`config.mk`:
```
export PLATFORM = sky130hd
export DESIGN_NAME = wdt_guard
export DESIGN_NICKNAME = d
export VERILOG_FILES = /design/src/rtl/wdt_pkg.sv /design/src/rtl/wdt_cfg_reg.sv /design/src/rtl/wdt_refresh_seq.sv /design/src/rtl/wdt_prescaler.sv /design/src/rtl/wdt_counter.sv /design/src/rtl/wdt_guard.sv
export SDC_FILE = /design/constraint.sdc
export NUM_CORES = 1
export LEC_CHECK = 0
export ABC_CLOCK_PERIOD_IN_PS = 4400
export BUFFER_PORTS_ARGS = -buffer_cell sky130_fd_sc_hd__buf_2
export CORE_ASPECT_RATIO = 0.5
export CORE_MARGIN = 1.5
export CORE_UTILIZATION = 40
export CTS_CLUSTER_DIAMETER = 40
export DETAILED_ROUTE_END_ITERATION = 8
export GPL_ROUTABILITY_DRIVEN = 0
export PLACE_DENSITY_LB_ADDON = 0.08
export SYNTH_ARGS = -nofsm -noshare
export SYNTH_HDL_FRONTEND = slang
export SYNTH_SLANG_ARGS = --single-unit
export TNS_END_PERCENT = 10
```
`constraint.sdc`:
```
create_clock -name clk -period 4.4 [get_ports clk]
set_input_delay 0.88 -clock clk [delete_from_list [all_inputs] [get_ports clk]]
set_output_delay 0.88 -clock clk [all_outputs]
set_load 0.05 [all_outputs]
```
`src/rtl/wdt_pkg.sv`:
```
package wdt_pkg;
  parameter int WDT_REG_W = 8;
  parameter int WDT_CNT_W = 15;
  parameter int WDT_PRE_W = 4;

  // Bit 7 selects the prescaler, bits 6..0 are the reload value
  function automatic logic cfg_presc(input logic [WDT_REG_W-1:0] r);
    return r[WDT_REG_W-1];
  endfunction

  function automatic logic [WDT_REG_W-2:0] cfg_reload(input logic [WDT_REG_W-1:0] r);
    return r[WDT_REG_W-2:0];
  endfunction
endpackage

```
`src/rtl/wdt_cfg_reg.sv`:
```
module wdt_cfg_reg #(
  parameter int W = 8
) (
  input  logic         clk,
  input  logic         rst_n,
  input  logic         wr,
  input  logic [W-1:0] wdata,
  output logic [W-1:0] q
);
  always_ff @(posedge clk) begin
    if (!rst_n)  q <= '0;
    else if (wr) q <= wdata;
  end


  wr_lands_chk: assert property (@(posedge clk) disable iff (!rst_n)
    wr |=> q == $past(wdata));
endmodule

```
`src/rtl/wdt_refresh_seq.sv`:
```
module wdt_refresh_seq (
  input  logic clk,
  input  logic rst_n,
  input  logic arm,
  input  logic fire,
  output logic refresh_go
);
  logic armed_q;

  // armed_q lives for exactly one cycle after an arm strobe
  always_ff @(posedge clk) begin
    if (!rst_n) armed_q <= 1'b0;
    else        armed_q <= arm;
  end

  assign refresh_go = fire && armed_q;


  refresh_after_arm_chk: assert property (@(posedge clk) disable iff (!rst_n)
    refresh_go |-> $past(arm));


  lone_fire_chk: assert property (@(posedge clk) disable iff (!rst_n)
    (fire && !$past(arm)) |-> !refresh_go);
endmodule

```
`src/rtl/wdt_prescaler.sv`:
```
module wdt_prescaler #(
  parameter int PRE_W = 4
) (
  input  logic clk,
  input  logic rst_n,
  input  logic tick_en,
  input  logic sel,
  input  logic clr,
  output logic adv
);
  logic [PRE_W-1:0] pre_q;

  assign adv = tick_en && (!sel || (&pre_q));

  always_ff @(posedge clk) begin
    if (!rst_n || clr)      pre_q <= '0;
    else if (tick_en && sel) pre_q <= pre_q + 1'b1;
  end


  no_tick_no_adv_chk: assert property (@(posedge clk) disable iff (!rst_n)
    !tick_en |-> !adv);
endmodule

```
`src/rtl/wdt_counter.sv`:
```
module wdt_counter #(
  parameter int CNT_W = 15,
  parameter int REL_W = 7
) (
  input  logic             clk,
  input  logic             rst_n,
  input  logic             adv,
  input  logic             refresh,
  input  logic [REL_W-1:0] rel_val,
  output logic             wrap,
  output logic             expire_q
);
  localparam int LOW_W = CNT_W - REL_W;

  logic [CNT_W-1:0] cnt_q;
  logic [CNT_W-1:0] load_val;

  assign load_val = {rel_val, {LOW_W{1'b0}}};
  assign wrap     = adv && (&cnt_q) && !refresh;

  always_ff @(posedge clk) begin
    if (!rst_n) begin
      cnt_q    <= '0;
      expire_q <= 1'b0;
    end else begin
      expire_q <= wrap;
      if (refresh || wrap) cnt_q <= load_val;
      else if (adv)        cnt_q <= cnt_q + 1'b1;
    end
  end


  refresh_load_chk: assert property (@(posedge clk) disable iff (!rst_n)
    refresh |=> cnt_q == {$past(rel_val), {LOW_W{1'b0}}});


  hold_when_idle_chk: assert property (@(posedge clk) disable iff (!rst_n)
    (!adv && !refresh) |=> $stable(cnt_q));


  single_pulse_chk: assert property (@(posedge clk) disable iff (!rst_n)
    expire_q |=> !expire_q);


  pulse_reload_chk: assert property (@(posedge clk) disable iff (!rst_n)
    expire_q |-> cnt_q == {$past(rel_val), {LOW_W{1'b0}}});


  refresh_beats_wrap_chk: assert property (@(posedge clk) disable iff (!rst_n)
    refresh |=> !expire_q);
endmodule

```
`src/rtl/wdt_guard.sv`:
```
module wdt_guard #(
  parameter int REG_W = wdt_pkg::WDT_REG_W,
  parameter int CNT_W = wdt_pkg::WDT_CNT_W,
  parameter int PRE_W = wdt_pkg::WDT_PRE_W
) (
  input  logic             clk,
  input  logic             rst_n,
  input  logic             tick_en,
  input  logic             reg_wr,
  input  logic [REG_W-1:0] reg_wdata,
  output logic [REG_W-1:0] reg_rdata,
  input  logic             arm_strobe,
  input  logic             fire_strobe,
  output logic             wdt_reset
);
  localparam int REL_W = REG_W - 1;

  logic [REG_W-1:0] cfg_q;
  logic             refresh_go;
  logic             adv;
  logic             wrap;

  wdt_cfg_reg #(.W(REG_W)) u_cfg (
    .clk(clk), .rst_n(rst_n), .wr(reg_wr), .wdata(reg_wdata), .q(cfg_q)
  );

  wdt_refresh_seq u_seq (
    .clk(clk), .rst_n(rst_n), .arm(arm_strobe), .fire(fire_strobe),
    .refresh_go(refresh_go)
  );

  wdt_prescaler #(.PRE_W(PRE_W)) u_pre (
    .clk(clk), .rst_n(rst_n), .tick_en(tick_en),
    .sel(cfg_q[REG_W-1]), .clr(refresh_go), .adv(adv)
  );

  wdt_counter #(.CNT_W(CNT_W), .REL_W(REL_W)) u_cnt (
    .clk(clk), .rst_n(rst_n), .adv(adv), .refresh(refresh_go),
    .rel_val(cfg_q[REL_W-1:0]), .wrap(wrap), .expire_q(wdt_reset)
  );

  assign reg_rdata = cfg_q;


  wrap_to_pulse_chk: assert property (@(posedge clk) disable iff (!rst_n)
    wrap |=> wdt_reset);
endmodule

```
==> results.txt <==
- Setup repair after global routing left no endpoint under its margin.
* Total die area: 0.00383 sq mm
* Maximum number of pins on one net before global-route repair: 14
- Iteration-0 DRC count of the detailed router: 67
- The clock net in this run drives a total of 29 sinks.
* Max-slew headroom at the worst pin: 0.581
- In this run the power spent charging and discharging nets is 0.149 mW.
* Estimated wirelength of the detail-placed design: 2.21 mm
* Effective utilization at floorplan: 0.440
* Final core area utilization: 0.517
- Clock root cell: clkbuf_8
- Fin crit share: 0.451
- Arrival @ worst endpoint: 2.13 ns
- Clock skew: 0.00434 ns
- Critical path class: reg2reg
- Clock-pin slew was measured on the worst setup and hold paths at 0.06 ns.
- CTS tree: done
- Before antenna repair, the detailed router went through 4 iterations.
- For the worst setup path, the data required time is 4.55 ns.
* Post-route ant nets: 0
- Hold repair after CTS inserted 0 buffers.
- Summing all flip-flop and latch instances after layout gives 581 sq um.
* Cell type with the highest aggregate area in the netlist: dfxtp_1
- Counting instances, the worst hold path has a depth of 2.
* Detailed-route vias per instance: 5.21
- Worst setup slack after placement: 2.30 ns
- The die is 44.5 um tall.
- Synthesized instance count: 163
- Setup violations remaining at the end of the flow were counted as 0.
- Cell types occupying the most area after synthesis: dfxtp_1 (42%), nor2_1 (6.0%), mux2i_1 (5.8%), xnor2_1 (5.1%), nand2_1 (4.9%)
- Row generation in the floorplan step produced 14 rows.
- The netlist uses 35 different library cells.
- Summed over all layers, the routed wires come to 3.03 mm.
- Max rail drop VDD: 158 uV
* Wire length per cell: 13.4 um
* CP max FO: 5
* First-pass GRT wire length: 5.18 mm
* P per Cell Area: 384 mW/mm^2
- Of the total power, the share spent switching nets is 0.239.
* Adder-cell share of the synthesized area: 0.0181
- In the routed design, unresolved DRC markers number 0.
- Top Ports: 23
* Non-filler instance count after layout: 226
- Internal power comes to 0.474 mW.
* Transition time of the tightest slew-check pin: 0.624 ns
- Vias after detailed routing: 1,178
* Min-delay worst type: reg2reg
- Filler Cells Inserted: 306
* Initial antenna violation count: 0
- STA classifies the critical path endpoint as a flop.
* Overflow after GRT: 0
* Result of the run: finished, final reports clean
- Dpl cells: 218
- Antenna fix cells: 0
- The total count of max-transition violations in the final report is 0.
* Part of the power in registers: 0.450
* Portion of total power attributed to combinational logic: 0.093
- Flops & latches, synth: 29
- The H-tree was split into 2 levels.
- Area fraction in compound gates after synthesis: 0.104
* Clock insertion delay at the later pin of the skew report: 0.28 ns
- Share of the synthesized area in the top cell type: 0.421
- Measured in cells, the most critical reg-to-reg path has a length of 6.
* Mux cell area share after synthesis: 0.0662
* Mapped Nets: 179
- Area used by multi-input combinational logic: 757 sq um
* # port buffers: 22
- Hold Fails Final Rpt: 0
- The net count of the finished layout is 201.
* Area growth from synthesis to layout: 17.5%
* Sequential-to-total area share from yosys stat: 0.421
- Setup total negative slack on the finished layout was measured at 0 ns.
- Measured along the x axis, the die boundary spans 86.1 um.
- During synthesis, Yosys emitted a total of 0 warnings.
- Based on the critical path, the design can be clocked at up to 504 MHz.
- In this run, post-CTS repair resized a total of 0 instances.
- Of the cells placed in the final design, the portion with a size suffix greater than 1 is 0.161.
- The core region is 0.00314 sq mm.
* Buffers inserted by post-CTS timing repair: 0
* Largest buffer count on any clock path: 2
- STA classifies the critical path startpoint as a flop.
* Post-Synthesis Cell Area: 0.00138 sq mm
* Max-cap violations: 0
- Of the total synthesized cell area, the portion taken by XOR and XNOR cells is 0.0888.
* Syn_area_per_cell: 8.47 sq um
* Area fraction in and, or, nand and nor cells after synthesis: 0.271
* Dominant combinational cell family by area after synthesis: simple AND/OR/NAND/NOR gates
* Clock period minus final worst setup slack: 1.98 ns
- The worst path meets setup with 2.42 ns of slack.
* Total Routing Usage GR: 0.179
* Final Total Pwr: 0.623 mW
- The number of global-route vias before repair came to 1,029.
- Part of the total power dissipated in the clock network: 0.457
* Static leakage: 0.650 nW
* Number of buffers added by the clock tree synthesis step: 5
-- power by group through the flow --
stage          Clock, mW  Sequential, mW  Combinational (mW)
4_1_cts            0.290           0.280              0.0583
6_report           0.285           0.280              0.0580
2_1_floorplan          0           0.296              0.0301
3_5_place_dp           0           0.286              0.0582
3_3_place_gp           0           0.286              0.0578
5_1_grt            0.309           0.281              0.0639
-- path summary, 6_finish.rpt --
kind,to,start,slack (ns)
max reg2reg,u_cnt.cnt_q[11],u_cnt.cnt_q[0],2.42
min reg2reg,u_pre.pre_q[1],u_pre.pre_q[1],0.48
max,u_cnt.cnt_q[11],u_cnt.cnt_q[0],2.42
min,u_pre.pre_q[1],u_pre.pre_q[1],0.48
-- cell usage after synthesis --
library cell  count
a21o_1            1
o21ai_1           1
nand4_1           7
and2_1            2
clkbuf_1          4
o21ai_0           6
o22ai_1           1
xor2_1            6
nand2_1          18
a221o_1           1
a221oi_1          1
nand3_1          11
mux2i_1           8
o21a_1            1
a31oi_1           1
o2bb2ai_1         1
ha_1              2
o211ai_1          1
and4_1            3
dfxtp_1          29
a22oi_1           1
o31a_1            1
buf_4             2
inv_1             2
nor2b_1           1
or3_1             2
buf_2             1
nor3_1            3
nor2_1           22
nor4_1            2
and2_4            1
mux2_1            1
and3_1            5
a21oi_1           6
xnor2_1           8
-- worst max-delay path: stages (launching register included) --
cell and delay, ns:
dfxtp_1 0.40, ha_1 0.26, nand2_1 0.13, nor4_1 0.52, nor3_1 0.20, a221oi_1 0.28
nor2_1 0.07
-- metrics by stage --
stage	hold slack (ns)	instance area [sq um]
finish	0.483	1620
global route	0.518	1620
CTS	0.486	1620
detailed placement	0.478	1510
global placement	0.468	1510
floorplan	0.453	1380
-- cell usage in the layout, fill, tap and decap left out, types with 3 or more instances in the layout --
master | netlist | routed
and4_1 | 3 | 3
o21ai_0 | 6 | 6
mux2i_1 | 8 | 8
xnor2_1 | 8 | 8
nand2_1 | 18 | 18
xor2_1 | 6 | 6
dfxtp_1 | 29 | 29
nand4_1 | 7 | 7
nand3_1 | 11 | 11
buf_2 | 1 | 22
a21oi_1 | 6 | 6
nor3_1 | 3 | 3
and3_1 | 5 | 5
clkbuf_8 | 0 | 6
nor2_1 | 22 | 22
-- cell families after synthesis --
family                     after synthesis
AOI/OAI and AO/OA                       23
xor gates and xnor gates                14
and+or+nand+nor                         77
adders and majority gates                2
muxes                                    9
DFF                                     29
buffers and inverters                    9
-- per-layer routing --
layer  track usage  share of wire  vias to the layer above
li1              -              -                      615
met4        0.0387              0                        0
met5             0              0                        -
met1         0.271           0.57                      546
met3        0.0616          0.040                        0
met2         0.238           0.39                       17
-- registers in the layout (all words and copies together), names as in the netlist --
register,flops
u_cnt.expire_q,1
u_cfg.q,8
u_pre.pre_q,4
u_cnt.cnt_q,15
u_seq.armed_q,1
-- area by class of cell --
cell class                      instances  area share
Clock buffer                            7      0.0532
Clock inverter                          1      0.0185
Inverter                                2     0.00463
Multi-Input combinational cell        125       0.467
Sequential cell                        29       0.358
Tap cell                               40      0.0309
Timing Repair Buffer                   22      0.0679
(Power assumes the default switching activity.)
